### src/rtl/prot_pkg.sv
package prot_pkg;
   localparam int unsigned DBG_W = 2;
   typedef logic [DBG_W-1:0] dbg_field_t;
   localparam dbg_field_t DBG_OPEN  = 2'b10;
   localparam dbg_field_t DBG_BLANK = 2'b10;
endpackage

### src/rtl/prot_commit_ctl.sv
module prot_commit_ctl #(
   parameter int unsigned KEY_W  = 16,
   parameter logic [KEY_W-1:0] KEY = 16'hA442,
   parameter int unsigned CYCLES = 4
) (
   input  logic             clk,
   input  logic             por_n,
   input  logic             req_i,
   input  logic [KEY_W-1:0] key_i,
   output logic             accept_o,
   output logic             busy_o
);
   localparam int unsigned CNT_W = $clog2(CYCLES + 1);

   generate
      if (CYCLES < 1) begin : g_bad_cycles
         $error("prot_commit_ctl: CYCLES must be at least 1");
      end
   endgenerate

   logic [CNT_W-1:0] cnt_q;

   assign busy_o   = (cnt_q != '0);
   assign accept_o = por_n && req_i && (key_i == KEY) && !busy_o;

   always_ff @(posedge clk) begin
      if (!por_n)        cnt_q <= '0;
      else if (accept_o) cnt_q <= CNT_W'(CYCLES);
      else if (busy_o)   cnt_q <= cnt_q - 1'b1;
   end


   busy_start_chk: assert property (@(posedge clk) disable iff (!por_n)
      accept_o |=> busy_o);


   busy_needs_key_chk: assert property (@(posedge clk) disable iff (!por_n)
      $rose(busy_o) |-> $past(req_i && (key_i == KEY)));
endmodule

### src/rtl/prot_nv_image.sv
module prot_nv_image #(
   parameter int unsigned NUM_REGIONS = 8
) (
   input  logic                      clk,
   input  logic                      fab_init_n,
   input  logic                      commit_i,
   input  logic [NUM_REGIONS-1:0]    wk_rd_i,
   input  logic [NUM_REGIONS-1:0]    wk_pg_i,
   input  prot_pkg::dbg_field_t      wk_dbg_i,
   output logic [NUM_REGIONS-1:0]    img_rd_o,
   output logic [NUM_REGIONS-1:0]    img_pg_o,
   output prot_pkg::dbg_field_t      img_dbg_o
);
   generate
      for (genvar i = 0; i < NUM_REGIONS; i++) begin : g_cell
         logic rd_q, pg_q;
         always_ff @(posedge clk) begin
            if (!fab_init_n) begin
               rd_q <= 1'b1;
               pg_q <= 1'b1;
            end else if (commit_i) begin
               rd_q <= rd_q & wk_rd_i[i];
               pg_q <= pg_q & wk_pg_i[i];
            end
         end
         assign img_rd_o[i] = rd_q;
         assign img_pg_o[i] = pg_q;
      end
   endgenerate

   prot_pkg::dbg_field_t dbg_q;
   always_ff @(posedge clk) begin
      if (!fab_init_n)   dbg_q <= prot_pkg::DBG_BLANK;
      else if (commit_i) dbg_q <= dbg_q & wk_dbg_i;
   end
   assign img_dbg_o = dbg_q;


   otp_clear_only_chk: assert property (@(posedge clk) disable iff (!fab_init_n)
      ((img_rd_o & ~$past(img_rd_o)) == '0) && ((img_pg_o & ~$past(img_pg_o)) == '0));


   dbg_lock_chk: assert property (@(posedge clk) disable iff (!fab_init_n)
      (img_dbg_o == '0) |=> (img_dbg_o == '0));
endmodule

### src/rtl/prot_shadow.sv
module prot_shadow #(
   parameter int unsigned NUM_REGIONS = 8
) (
   input  logic                      clk,
   input  logic                      por_n,
   input  logic                      wr_en_i,
   input  logic [NUM_REGIONS-1:0]    wr_rd_i,
   input  logic [NUM_REGIONS-1:0]    wr_pg_i,
   input  prot_pkg::dbg_field_t      wr_dbg_i,
   input  logic [NUM_REGIONS-1:0]    img_rd_i,
   input  logic [NUM_REGIONS-1:0]    img_pg_i,
   input  prot_pkg::dbg_field_t      img_dbg_i,
   output logic [NUM_REGIONS-1:0]    rd_o,
   output logic [NUM_REGIONS-1:0]    pg_o,
   output prot_pkg::dbg_field_t      wk_dbg_o,
   output logic                      dbg_access_o
);
   logic [NUM_REGIONS-1:0] rd_q, pg_q;
   prot_pkg::dbg_field_t   dbg_q;
   logic                   acc_q, por_d_q;

   always_ff @(posedge clk) begin
      if (!por_n) begin
         rd_q  <= img_rd_i;
         pg_q  <= img_pg_i;
         dbg_q <= img_dbg_i;
      end else if (wr_en_i) begin
         rd_q  <= wr_rd_i;
         pg_q  <= wr_pg_i;
         dbg_q <= wr_dbg_i;
      end
   end

   always_ff @(posedge clk) begin
      if (!por_n) acc_q <= (img_dbg_i == prot_pkg::DBG_OPEN);
   end

   always_ff @(posedge clk) begin
      por_d_q <= por_n;
   end

   assign rd_o         = rd_q;
   assign pg_o         = pg_q;
   assign wk_dbg_o     = dbg_q;
   assign dbg_access_o = acc_q;


   wr_update_chk: assert property (@(posedge clk) disable iff (!por_n)
      wr_en_i |=> (rd_o == $past(wr_rd_i)) && (pg_o == $past(wr_pg_i)));


   dbg_frozen_chk: assert property (@(posedge clk) disable iff (!por_n)
      por_d_q |-> $stable(dbg_access_o));
endmodule

### src/rtl/prot_commit_reg.sv
module prot_commit_reg #(
   parameter int unsigned NUM_REGIONS   = 8,
   parameter int unsigned KEY_W         = 16,
   parameter logic [KEY_W-1:0] COMMIT_KEY = 16'hA442,
   parameter int unsigned COMMIT_CYCLES = 4
) (
   input  logic                   clk,
   input  logic                   fab_init_n,
   input  logic                   por_n,
   input  logic                   wr_en_i,
   input  logic [NUM_REGIONS-1:0] wr_rd_en_i,
   input  logic [NUM_REGIONS-1:0] wr_pg_en_i,
   input  logic [1:0]             wr_dbg_i,
   input  logic                   commit_req_i,
   input  logic [KEY_W-1:0]       commit_key_i,
   output logic                   commit_busy_o,
   output logic [NUM_REGIONS-1:0] rd_en_o,
   output logic [NUM_REGIONS-1:0] pg_en_o,
   output logic                   dbg_access_o,
   output logic                   scan_en_o
);
   generate
      if (NUM_REGIONS < 1) begin : g_bad_regions
         $error("prot_commit_reg: NUM_REGIONS must be at least 1");
      end
      if (KEY_W < 1) begin : g_bad_key
         $error("prot_commit_reg: KEY_W must be at least 1");
      end
   endgenerate

   logic                   commit_go;
   logic [NUM_REGIONS-1:0] img_rd, img_pg;
   prot_pkg::dbg_field_t   img_dbg, wk_dbg;

   prot_commit_ctl #(
      .KEY_W (KEY_W),
      .KEY   (COMMIT_KEY),
      .CYCLES(COMMIT_CYCLES)
   ) u_ctl (
      .clk     (clk),
      .por_n   (por_n),
      .req_i   (commit_req_i),
      .key_i   (commit_key_i),
      .accept_o(commit_go),
      .busy_o  (commit_busy_o)
   );

   prot_nv_image #(.NUM_REGIONS(NUM_REGIONS)) u_img (
      .clk       (clk),
      .fab_init_n(fab_init_n),
      .commit_i  (commit_go),
      .wk_rd_i   (rd_en_o),
      .wk_pg_i   (pg_en_o),
      .wk_dbg_i  (wk_dbg),
      .img_rd_o  (img_rd),
      .img_pg_o  (img_pg),
      .img_dbg_o (img_dbg)
   );

   prot_shadow #(.NUM_REGIONS(NUM_REGIONS)) u_shadow (
      .clk         (clk),
      .por_n       (por_n),
      .wr_en_i     (wr_en_i),
      .wr_rd_i     (wr_rd_en_i),
      .wr_pg_i     (wr_pg_en_i),
      .wr_dbg_i    (wr_dbg_i),
      .img_rd_i    (img_rd),
      .img_pg_i    (img_pg),
      .img_dbg_i   (img_dbg),
      .rd_o        (rd_en_o),
      .pg_o        (pg_en_o),
      .wk_dbg_o    (wk_dbg),
      .dbg_access_o(dbg_access_o)
   );

   assign scan_en_o = 1'b1;
endmodule

### config.mk
export PLATFORM = sky130hd
export DESIGN_NAME = prot_commit_reg
export DESIGN_NICKNAME = d
export VERILOG_FILES = /design/src/rtl/prot_pkg.sv /design/src/rtl/prot_commit_ctl.sv /design/src/rtl/prot_nv_image.sv /design/src/rtl/prot_shadow.sv /design/src/rtl/prot_commit_reg.sv
export SDC_FILE = /design/constraint.sdc
export NUM_CORES = 1
export LEC_CHECK = 0
export ABC_AREA = 1
export BUFFER_PORTS_ARGS = -buffer_cell sky130_fd_sc_hd__buf_2
export CORE_ASPECT_RATIO = 0.7
export CORE_MARGIN = 2
export CORE_UTILIZATION = 50
export CTS_BUF_LIST = sky130_fd_sc_hd__clkbuf_4 sky130_fd_sc_hd__clkbuf_8 sky130_fd_sc_hd__clkbuf_16
export DETAILED_ROUTE_END_ITERATION = 8
export PLACE_DENSITY = 0.83
export SLEW_MARGIN = 20
export SYNTH_ARGS = -nofsm -noshare
export SYNTH_HDL_FRONTEND = slang
export SYNTH_SLANG_ARGS = --single-unit
### constraint.sdc
create_clock -name clk -period 1.6 [get_ports clk]
set_input_delay 0 -clock clk [delete_from_list [all_inputs] [get_ports clk]]
set_output_delay 0 -clock clk [all_outputs]
set_load 0.02 [all_outputs]
# Word level (Yosys, flattened, before mapping)
# Cells that the tools add are included.
[totals] inputBits=39 ff_bits=40 out_inout_bits=19
[op_classes] bitwise_logic=18 n_eq_ne=3 n_reduce_logical=7 addsub=1 mux=8
[ops] operator="8-bit 2-to-1 mux" n=4
[ops] operator="1-bit AND" n=16
[ops] operator="16-bit == test (second input constant)" n=1
[ops] operator="3-bit 2-to-1 mux" n=2
[ops] operator="2-bit 2-to-1 mux" n=2
[ops] operator="1-bit logical AND" n=3
[ops] operator="3-bit nonzero test" n=1
[ops] operator="3-bit by 1-bit subtractor with 3-bit output (second input constant)" n=1
[ops] operator="2-bit AND" n=1
[ops] operator="2-bit == test (second input constant)" n=1
[ops] operator="2-bit by 1-bit inequality test with 1-bit output (second input constant)" n=1
[ops] operator="2-bit nonzero test" n=1
[ops] operator="2-bit OR reduction" n=1
[ops] operator="1-bit logical NOT" n=1
[ops] operator="1-bit NOT" n=1

# Depth between registers and ports, before layout
# Gate-level depths: netlist of run 1.
[depth] depth_word=4 ltp_mapped=9 ltp_nobuf=8

# Cells and area by module
# From an unflattened synthesis of run 1, not the netlist that was laid out.
[unflattened] hier_cells=240 area_unflattened_um2=1945.6
[modules_own_cells] module="prot_shadow" cells_each=81 instances=1 seq_area_each_um2=570.5 area_per_inst_um2=842.1
[modules_own_cells] module="prot_nv_image" cells_each=109 instances=1 seq_area_each_um2=360.3 area_per_inst_um2=800.8
[modules_own_cells] module="prot_commit_ctl" cells_each=48 instances=1 seq_area_each_um2=60.1 area_per_inst_um2=291.5
[modules_own_cells] module="prot_commit_reg" cells_each=2 instances=1 seq_area_each_um2=0.0 area_per_inst_um2=11.3

# Worst setup path before layout of run 1
# No wires, ideal clock.
[synth_path] path_type="flip-flop to flip-flop" start="register u_ctl.cnt_q[0]" end="register u_img.g_cell[2].pg_q" arrival_ps=1154 n_path_buf=1 setup_ps=124 path_slack_ps=323 period_less_slack_ps=1277 path_stages_with_launch=9 required_ps=1476 path_cell_list="dfxtp_1 inv_1 ha_1 inv_1 nor2_1 buf_2 nand4_1 nand2_1 nand2_1"
[synth_between] elab_chain_cells=3
[synth_rtl] item="start: declaration" line_no="prot_commit_ctl.sv:21" source="logic [CNT_W-1:0] cnt_q;"
[synth_rtl] item="start signal: assignment" line_no="prot_commit_ctl.sv:28" source="else if (accept_o) cnt_q <= CNT_W'(CYCLES);"
[synth_rtl] item="start signal: assignment" line_no="prot_commit_ctl.sv:29" source="else if (busy_o) cnt_q <= cnt_q - 1'b1;"
[synth_rtl] item="3-bit nonzero test" line_no="prot_commit_ctl.sv:23" source="assign busy_o = (cnt_q != '0);"
[synth_rtl] item="1-bit logical NOT" line_no="prot_commit_ctl.sv:24" source="assign accept_o = por_n && req_i && (key_i == KEY) && !busy_o;"
[synth_rtl] item="1-bit logical AND" line_no="prot_commit_ctl.sv:24"
[synth_rtl] item="end signal: assignment" line_no="prot_nv_image.sv:23" source="pg_q <= pg_q & wk_pg_i[i];"
[synth_rtl] item="end: declaration" line_no="prot_nv_image.sv:16" source="logic rd_q, pg_q;"
# Every way passes these cells.
# A chain may end at the register's enable or synchronous reset.

# Final worst setup path of run 1
[layout_path] start="register u_ctl.cnt_q[0]" end="output commit_busy_o"
[layout_between] elab_chain_cells=1
[layout_rtl] item="3-bit nonzero test" line_no="prot_commit_ctl.sv:23"
[layout_rtl] item="end: declaration" line_no="prot_commit_reg.sv:16" source="output logic commit_busy_o,"
# Every way passes these cells.

==> metrics.md, run 1 <==
| Metric | Value |
|---|---|
| Die ar. | `4230 µm²` |
| Share of cells above drive strength 1 | `24.3%` |
| # setup viols final | `0` |
| Min Tclk post-route | `1.41 ns` |
| Synth cell types | `22` |
| Total number of vias | `1,688` |
| Final WL | `4260 µm` |
| Layout Area Growth over Synthesis | `35.1%` |
| DRT iter0 DRCs | `122` |
| Max VDD drop | `705 µV` |
| Switching power | `798 µW` |
| Status | `finished clean` |
| Residual DRC | `0` |
| Area share of the largest cell type after synthesis | `30.7%` |
| Die Span X | `76.9 µm` |
| Area contributors post-synth | `edfxtp_1, dfxtp_1, nand2_1, inv_1, nand4_1` |
| Peak Freq | `712 MHz` |
| Synth Area per Inst | `7.95 µm²` |
| Clk pin slew, worst setup/hold paths | `0.07 ns` |
| PwrDens | `1180 nW/µm²` |
| Critical Path Stages | `7` |
| Switching part of the total | `26.9%` |
| Int Power | `2.17 mW` |
| Mapped cell area | `1860 µm²` |
| Clk network pwr share | `38.2%` |
| Slowest CP cell | `dfxtp_1` |
| Nets | `349` |
| Crit path kind | `flop to primary output` |
| Endpoint, Worst Hold | `u_shadow.wk_dbg_o[0]$_DFFE_PP_` |
| FFs w/ async S/R, synth | `0%` |
| Initial antenna violation count | `0` |
| Most frequent cell on the critical path | `inv_1` |
| Critical Path Source Type | `flop` |
| WL per Instance | `11.9 µm` |
| Final TNS setup | `0 ns` |
| Post-Synth XOR/XNOR Area | `0.471%` |
| WP data required | `1.60 ns` |
| Post-cts sizing count | `0` |
| Final setup skew | `0.00495 ns` |
| Critical path, cell by cell | `inv_1, ha_1, inv_1, nor2_2, buf_4, inv_1, buf_2` |
| Placed Instance Area | `2180 µm²` |
| Vias in the first global route | `1,616` |
| # Post-CTS Setup Buffers | `0` |
| Worst Setup End Kind | `primary output` |
| EDFF count, synth | `19` |
| RSZ-0062 raised after global routing | `no` |
| CTS buffer count | `5` |
| Simple-Gate Fraction of Synth Area | `32.5%` |
| Via density | `4.70` |
| Placer congestion estimate | `0.765` |
| Flop-to-flop setup slack | `0.31 ns` |
| Max-Cap Viols | `0` |
| Max clock buf depth | `2` |
| Clock Sinks | `40` |
| H-tree levels | `2` |
| Cell taking the most area after synthesis | `edfxtp_1` |
| Hold Slack | `0.0111 ns` |
| Syn Nets | `275` |
| Core Rows | `18` |
| Drt pass-1 iters | `4` |
| Seq/Total Area, Yosys | `53.3%` |
| HP Class | `primary input to flop` |
| Clock root buffer | `clkbuf_8` |
| Flop pwr share | `40.0%` |
| Endpoints failing hold | `0` |
| Final period utilization | `87.8%` |
| Die Ht | `55.0 µm` |
| Core region area | `3540 µm²` |
| Final HPWL from detailed placement | `2750 µm` |
| R2r startpoint | `u_ctl.cnt_q[0]$_SDFFE_PP0P_` |
| Num ports | `58` |
| Antenna cells | `0` |
| I/O Buffers | `56` |
| Final-report max-slew violation count | `0` |
| Yosys reg bits | `40` |
| Combinational power share | `21.9%` |
| Ys flop type | `dfxtp_1` |
| Post-synthesis mux area share | `0%` |
| Hold depth | `3` |
| Clk Latency, worst-skew pair | `0.29 ns` |
| Largest family of logic cells by synthesized area | `simple AND/OR/NAND/NOR gates` |
| R2R cell count | `8` |
| Delay-heaviest family, CP | `buffers and inverters` |
| Synth warn | `0` |
| Complex-gate fraction of the synthesized area | `1.35%` |
| CP arrival | `1.41 ns` |
| Mapped Cells | `234` |
| Total gr overflow | `0` |
| Leakage power | `1.40 nW` |
| CP peak stage delay | `0.36 ns` |
| Overall Global Routing Usage | `21.6%` |
| Largest net degree at the start of global routing | `21` |
| Fin area | `2510 µm²` |
| Hold buffers post-CTS | `17` |
| Most frequent cells after synthesis | `nand2_1, inv_1, dfxtp_1, edfxtp_1, nand4_1` |
| Post-synthesis adder-cell area fraction | `1.35%` |
| Top-count cell post-synth | `nand2_1` |
| Final ANT Viol Nets | `0` |
| First-pass GRT wire length | `7000 µm` |
| R2R Path End | `u_ctl.cnt_q[2]$_SDFFE_PN0P_` |
| CP Max Fanout | `14` |
| WP buf/inv | `5` |
| Hold_sp | `wr_dbg_i[0]` |
| Starting density of the core | `52.6%` |
| TritonCTS clock tree | `yes` |
## metrics by stage
step / instances / worst slack (ns) / total power [mW] / util (%)
after floorplan: 234 / 0.323 / 1.59 / -
after global placement: 334 / 0.408 / 1.78 / 61.7
after detailed placement: 334 / 0.331 / 1.81 / 61.7
after CTS: 359 / 0.187 / 2.97 / 71.1
after global routing: 359 / 0.0971 / 3.09 / 71.1
final: 359 / 0.195 / 2.96 / 71.1
## final cells by class
cell class,count,area (µm²)
clock buffers,5,68.8
fillers,275,1020
multi-input cells,145,669
clock inverters,3,90.1
inverters,38,143
well taps,50,62.6
repair buffers,78,488
flip-flops and latches,40,991
## power groups by stage
stage / registers (mW) / clock network [mW] / logic [mW]
final: 1.18 / 1.13 / 0.648
after global placement: 1.20 / 0 / 0.583
after global routing: 1.19 / 1.18 / 0.722
after CTS: 1.18 / 1.14 / 0.646
after floorplan: 1.23 / 0 / 0.353
after detailed placement: 1.20 / 0 / 0.606
## cell families (layout without fill, tap and decap cells)
logic type / count (synthesis) / in the layout
other cells: 1 / 1
compound gates: 5 / 5
buf+inv: 49 / 124
simple gates: 136 / 136
flops: 40 / 40
xor+xnor: 1 / 1
fa+ha+maj: 2 / 2
## placed cells by master (no fill, tap or decap)
cell type | synthesis | final
a21oi_1 | 2 | 2
buf_2 | 2 | 56
buf_4 | 2 | 5
bufinv_16 | 0 | 3
clkbuf_8 | 0 | 5
conb_1 | 1 | 1
dfxtp_1 | 21 | 21
dlygate4sd3_1 | 0 | 17
edfxtp_1 | 19 | 19
ha_1 | 2 | 2
inv_1 | 37 | 37
inv_2 | 1 | 1
nand2_1 | 102 | 102
nand3_1 | 1 | 1
nand3b_4 | 1 | 1
nand4_1 | 18 | 18
nor2_1 | 11 | 10
nor2_2 | 0 | 1
nor2_8 | 1 | 1
nor3_4 | 1 | 1
o21ai_0 | 3 | 3
or2_2 | 1 | 1
xor2_1 | 1 | 1
## sequential cells by signal, summed over array words and instances (netlist names)
signal                 cells
u_img.g_cell.pg_q          8
u_img.g_cell.rd_q          8
u_shadow.pg_o              8
u_shadow.rd_o              8
u_ctl.cnt_q                3
u_img.img_dbg_o            2
u_shadow.wk_dbg_o          2
u_shadow.dbg_access_o      1
## worst max-delay path by stage
stage,startpoint,to
floorplan,u_ctl.cnt_q[0]$_SDFFE_PP0P_,u_img.g_cell[2].pg_q$_SDFFE_PN1P_
global placement,u_ctl.cnt_q[0]$_SDFFE_PP0P_,u_ctl.cnt_q[2]$_SDFFE_PN0P_
detailed placement,u_ctl.cnt_q[0]$_SDFFE_PP0P_,u_ctl.cnt_q[2]$_SDFFE_PN0P_
CTS,u_ctl.cnt_q[0]$_SDFFE_PP0P_,commit_busy_o
global route,u_ctl.cnt_q[0]$_SDFFE_PP0P_,commit_busy_o
finish,u_ctl.cnt_q[0]$_SDFFE_PP0P_,commit_busy_o
## worst register-to-register path: stages, from the launching register on
cell     delay [ns]
dfxtp_1        0.36
inv_1          0.07
ha_1           0.19
inv_1          0.06
nor2_2         0.04
buf_4          0.17
a21oi_1        0.11
o21ai_0        0.09
a21oi_1        0.14
## metal layers
layer	track usage, %	vias up	wire length (µm)
li1	-	865	-
met4	10.3	0	85
met1	24.8	751	1850
met5	0	-	0
met2	39.5	61	2060
met3	5.68	11	262
(Power assumes the default switching activity.)
==> inputs of run 2 (changes only) <==
CORE_ASPECT_RATIO = 0.8   (was 0.7)
==> metrics.md, run 2 (synthesized netlist as in run 1, its figures left out) <==
| Metric | Value |
|---|---|
| Endpoint, Worst Hold | `u_shadow.rd_o[2]$_DFFE_PP_` |
| Leakage power | `1.37 nW (-2.0%)` |
| Core Rows | `19 (+1)` |
| WP data required | `1.60 ns (about the same)` |
| Antenna cells | `0 (unchanged)` |
| Largest net degree at the start of global routing | `21 (unchanged)` |
| Total gr overflow | `0 (unchanged)` |
| CP Max Fanout | `12 (-2)` |
| Placer congestion estimate | `0.740 (-3.3%)` |
| H-tree levels | `2 (unchanged)` |
| Status | `finished clean` |
| Initial antenna violation count | `0 (unchanged)` |
| Hold depth | `3 (unchanged)` |
| Residual DRC | `0 (unchanged)` |
| Clk pin slew, worst setup/hold paths | `0.07 ns (about the same)` |
| Clock Sinks | `40 (unchanged)` |
| Clk Latency, worst-skew pair | `0.29 ns (about the same)` |
| Critical Path Source Type | `flop` |
| Num ports | `58 (unchanged)` |
| Total design power | `2.54 mW (-14%)` |
| # Post-CTS Setup Buffers | `0 (unchanged)` |
| Slowest CP cell | `dfxtp_1` |
| Final TNS setup | `0 ns (unchanged)` |
| I/O Buffers | `56 (unchanged)` |
| Flop-to-flop setup slack | `0.31 ns (about the same)` |
| PwrDens | `1040 nW/µm² (-12%)` |
| Nets | `349 (unchanged)` |
| Crit path kind | `flop to primary output` |
| Endpoints failing hold | `0 (unchanged)` |
| HP Class | `primary input to flop` |
| R2R cell count | `8 (unchanged)` |
| Final WL | `4060 µm (-4.8%)` |
| Hold_sp | `wr_rd_en_i[2]` |
| Final-report max-slew violation count | `0 (unchanged)` |
| Final ANT Viol Nets | `0 (unchanged)` |
| DRT iter0 DRCs | `89 (-27%)` |
| WL per Instance | `11.6 µm (-2.3%)` |
| Drt pass-1 iters | `7 (+3)` |
| Clock root buffer | `clkbuf_8` |
| Share of cells above drive strength 1 | `24.0% (-0.25 points)` |
| Min Tclk post-route | `1.39 ns (-0.0136 ns)` |
| Die ar. | `4230 µm² (-0.12%)` |
| Vias in the first global route | `1,581 (-2.2%)` |
| Most frequent cell on the critical path | `inv_1` |
| Core region area | `3490 µm² (-1.2%)` |
| Worst Setup End Kind | `primary output` |
| Most frequent cells in the layout | `nand2_1, buf_2, inv_1` |
| Total number of vias | `1,696 (+0.47%)` |
| TritonCTS clock tree | `yes` |
| RSZ-0062 raised after global routing | `no` |
| Overall Global Routing Usage | `21.0% (-0.64 points)` |
| CTS buffer count | `5 (unchanged)` |
| Peak Freq | `719 MHz (+0.98%)` |
| Max VDD drop | `897 µV (+27%)` |
| Commonest non-fill, non-tap cell in the layout | `nand2_1` |
| Final Core Density | `69.8% (-1.2 points)` |
| Via density | `4.85 (+3.1%)` |
| R2r startpoint | `u_ctl.cnt_q[0]$_SDFFE_PP0P_` |
| R2R Path End | `u_ctl.cnt_q[2]$_SDFFE_PN0P_` |
| Final period utilization | `87.0% (-0.85 points)` |
| First-pass GRT wire length | `6670 µm (-4.6%)` |
| Critical path, cell by cell | `inv_1, ha_1, inv_1, nor2_2, buf_4, inv_1, buf_2` |
| Final WS setup | `0.209 ns (+0.0136 ns)` |
| Max clock buf depth | `2 (unchanged)` |
| Die Ht | `58.5 µm (+6.4%)` |
| Layout Area Growth over Synthesis | `31.2%` |
| CP peak stage delay | `0.32 ns (-0.04 ns)` |
| WP buf/inv | `5 (unchanged)` |
| CP arrival | `1.39 ns (-0.02 ns)` |
| Final HPWL from detailed placement | `2600 µm (-5.5%)` |
| Max-Cap Viols | `0 (unchanged)` |
| Delay-heaviest family, CP | `buffers and inverters` |
| Starting density of the core | `53.2% (+0.62 points)` |
| Final setup skew | `0.00508 ns (+0.000129 ns)` |
| Placement Setup Slack | `0.343 ns (+0.0114 ns)` |
| # setup viols final | `0 (unchanged)` |
| Die Span X | `72.2 µm (-6.1%)` |
==> run 2: stage by stage <==
step           instance area [µm²]  std cells  hold WS (ns)
6_report                      2440        350        0.0215
5_1_grt                       2440        350       0.00690
3_3_place_gp                  2170        326         0.267
4_1_cts                       2430        349       0.00451
2_1_floorplan                 1860        234         0.181
3_5_place_dp                  2170        326         0.272
==> run 2: timing repair <==
action | in CTS | in global routing
hold endpoints to repair | 16 | 1
hold buffers | 16 | 1
gates resized for setup | 0 | 0
==> run 2: cell type report <==
cell class,instances,area (µm²)
fill,289,1050
tap,42,52.6
clock buffer,7,96.3
sequential,40,991
timing repair buffer,78,488
multi-input combinational,145,669
inverter,38,143
==> run 2: power breakdown <==
part | switching, mW | internal, mW
registers | 0.0366 | 1.14
clock network | 0.332 | 0.384
logic | 0.401 | 0.242
==> run 2: worst max path at each step <==
stage,startpoint,endpoint,cells past startpoint,slack (ns)
floorplan,u_ctl.cnt_q[0]$_SDFFE_PP0P_,u_img.g_cell[2].pg_q$_SDFFE_PN1P_,8,0.32
global placement,u_ctl.cnt_q[0]$_SDFFE_PP0P_,u_ctl.cnt_q[2]$_SDFFE_PN0P_,8,0.40
detailed placement,u_ctl.cnt_q[0]$_SDFFE_PP0P_,u_ctl.cnt_q[2]$_SDFFE_PN0P_,8,0.34
CTS,u_ctl.cnt_q[0]$_SDFFE_PP0P_,commit_busy_o,7,0.21
global route,u_ctl.cnt_q[0]$_SDFFE_PP0P_,commit_busy_o,7,0.15
finish,u_ctl.cnt_q[0]$_SDFFE_PP0P_,commit_busy_o,7,0.21
==> run 2: layer usage <==
layer  share of wire [%]  vias to the layer above  track usage [%]
met5                   0                        -                0
met4                 1.3                        0             7.01
met3                 4.8                        8             7.19
met2                  48                       43             35.4
met1                  46                      779             25.4
li1                    -                      866                -
==> run 2: worst reg2reg max path, delay by kind of cell, from the launching register on <==
kind	cells	cell delay [ns]
AND/OR/NAND/NOR	1	0.04
adder cells (fa/ha/maj)	1	0.20
buffers and inverters	3	0.30
flip-flops	1	0.35
AO/OA/AOI/OAI	3	0.34
==> inputs of run 3 (changes only) <==
clock period = 1.3 ns   (was 1.6 ns; I/O delays follow)
==> metrics.md, run 3 (synthesized netlist as in run 1, its figures left out) <==
| Metric | Value |
|---|---|
| Status | `finished clean` |
| Antenna cells | `0 (unchanged)` |
| Final WL | `4390 µm (+8.1%)` |
| Die ar. | `4230 µm² (unchanged)` |
| Max VDD drop | `828 µV (-7.6%)` |
| Critical Path Source Type | `flop` |
| Final setup skew | `0.00365 ns (-0.00143 ns)` |
| Final ANT Viol Nets | `0 (unchanged)` |
| Clk Latency, worst-skew pair | `0.30 ns (about the same)` |
| Core region area | `3490 µm² (unchanged)` |
| Final period utilization | `99.3%` |
| Crit path kind | `flop to primary output` |
| Most frequent cells in the layout | `nand2_1, buf_2, inv_1` |
| Final Core Density | `72.8% (+3.0 points)` |
| Drt pass-1 iters | `4 (-3)` |
| Max-Cap Viols | `0 (unchanged)` |
| PwrDens | `1380 nW/µm² (+33%)` |
| Peak Freq | `775 MHz` |
| Overall Global Routing Usage | `22.7% (+1.7 points)` |
| Final-report max-slew violation count | `0 (unchanged)` |
| Share of cells above drive strength 1 | `27.8% (+3.7 points)` |
| Commonest non-fill, non-tap cell in the layout | `nand2_1` |
| Hold Slack | `0.0511 ns (+0.0295 ns)` |
| H-tree levels | `2 (unchanged)` |
| Register area | `993 µm² (+0.25%)` |
| CTS buffer count | `5 (unchanged)` |
| RSZ-0062 raised after global routing | `yes` |
| Multi-input combinational cell area | `687 µm² (+2.6%)` |
| Nets | `357 (+2.3%)` |
| Die Span X | `72.2 µm (unchanged)` |
| Starting density of the core | `53.2% (unchanged)` |
| I/O Buffers | `56 (unchanged)` |
| Residual DRC | `0 (unchanged)` |
| Clk pin slew, worst setup/hold paths | `0.07 ns (about the same)` |
| Placer congestion estimate | `0.749 (+1.3%)` |
| # setup viols final | `0 (unchanged)` |
| Worst Setup End Kind | `primary output` |
| CP arrival | `1.29 ns (-0.10 ns)` |
| TritonCTS clock tree | `yes` |
| Core Rows | `19 (unchanged)` |
| Initial antenna violation count | `0 (unchanged)` |
| First-pass GRT wire length | `7290 µm (+9.3%)` |
| Largest net degree at the start of global routing | `21 (unchanged)` |
| Vias in the first global route | `1,759 (+11%)` |
| Clock Sinks | `40 (unchanged)` |
| Via density | `4.85 (+0.14%)` |
| Layout fillers | `269 (-6.9%)` |
| Leakage power | `1.42 nW (+3.4%)` |
| Max clock buf depth | `2 (unchanged)` |
| Total gr overflow | `0 (unchanged)` |
| Final HPWL from detailed placement | `2730 µm (+5.3%)` |
| Die Ht | `58.5 µm (unchanged)` |
| CP Max Fanout | `5 (-7)` |
| Total number of vias | `1,742 (+2.7%)` |
| Total design power | `3.51 mW (+38%)` |
| Clock root buffer | `clkbuf_8` |
| Min Tclk post-route | `1.29 ns` |
| Num ports | `58 (unchanged)` |
| WP data required | `1.30 ns (-0.30 ns)` |
| Endpoints failing hold | `0 (unchanged)` |
| HP Class | `primary input to flop` |
| DRT iter0 DRCs | `117 (+31%)` |
| WL per Instance | `12.2 µm (+5.4%)` |
| Layout Area Growth over Synthesis | `36.9%` |
## run 3: cell types whose count changed in the layout (fill, tap and decap cells not counted), moves of 2 or more
cell and delta:
inv_1 -3, clkbuf_4 +2, dfxtp_1 -2, inv_2 +3, buf_6 +5, dfxtp_2 +2
buf_4 +3
## run 3: final cells by class
cell class / count / share of cell area, %
tap: 42 / 2.06
clock buffer: 8 / 3.83
multi-input combinational: 145 / 27.0
inverter: 38 / 5.60
timing repair buffer: 86 / 22.5
sequential: 40 / 39.0
## run 3: what timing repair did
action	CTS	global route
endpoints found under the hold margin	18	0
resized for setup	4	10
setup endpoints to repair	1	22
buffers inserted	5	2
hold buffers	18	0
pin swaps	1	6
## run 3: per-layer routing
layer | GRT usage [%] | wire length [µm] | up-vias
li1 | - | - | 885
met1 | 23.8 | 1800 | 790
met3 | 5.14 | 252 | 11
met5 | 0 | 0 | -
met4 | 12.9 | 114 | 0
met2 | 41.8 | 2220 | 56
## run 3: critical path: stages (launching register included)
cell and delay [ns]:
dfxtp_2 0.32, inv_2 0.07, ha_4 0.13, inv_2 0.04, nor2_4 0.12, buf_6 0.14
inv_1 0.05, buf_6 0.12
## run 3: path summary, 6_finish.rpt
check	startpoint	to	slack, ns	cells past startpoint
max	u_ctl.cnt_q[1]$_SDFFE_PP0P_	commit_busy_o	0.009	7
min	fab_init_n	u_img.g_cell[5].rd_q$_SDFFE_PN1P_	0.05	2
max reg2reg	u_ctl.cnt_q[1]$_SDFFE_PP0P_	u_img.g_cell[7].rd_q$_SDFFE_PN1P_	0.02	9
min reg2reg	u_img.g_cell[1].pg_q$_SDFFE_PN1P_	u_img.g_cell[1].pg_q$_SDFFE_PN1P_	0.45	2
## run 3: stage by stage
| stage | setup TNS [ns] | worst slack, ns | area [µm²] | cells |
|---|---|---|---|---|
| 6_report | 0 | 0.00910 | 2540 | 359 |
| 3_5_place_dp | 0 | 0.0487 | 2170 | 326 |
| 2_1_floorplan | 0 | 0.0226 | 1860 | 234 |
| 5_1_grt | -0.306 | -0.0513 | 2540 | 359 |
| 4_1_cts | 0 | 0.00490 | 2500 | 357 |
| 3_3_place_gp | 0 | 0.105 | 2170 | 326 |
## run 3: where the power goes
part           leakage [nW]  internal [mW]  switching (mW)  total, mW
clock                0.0523          0.474           0.414      0.888
sequential            0.354           1.41          0.0607       1.47
combinational          1.01          0.552           0.598       1.15
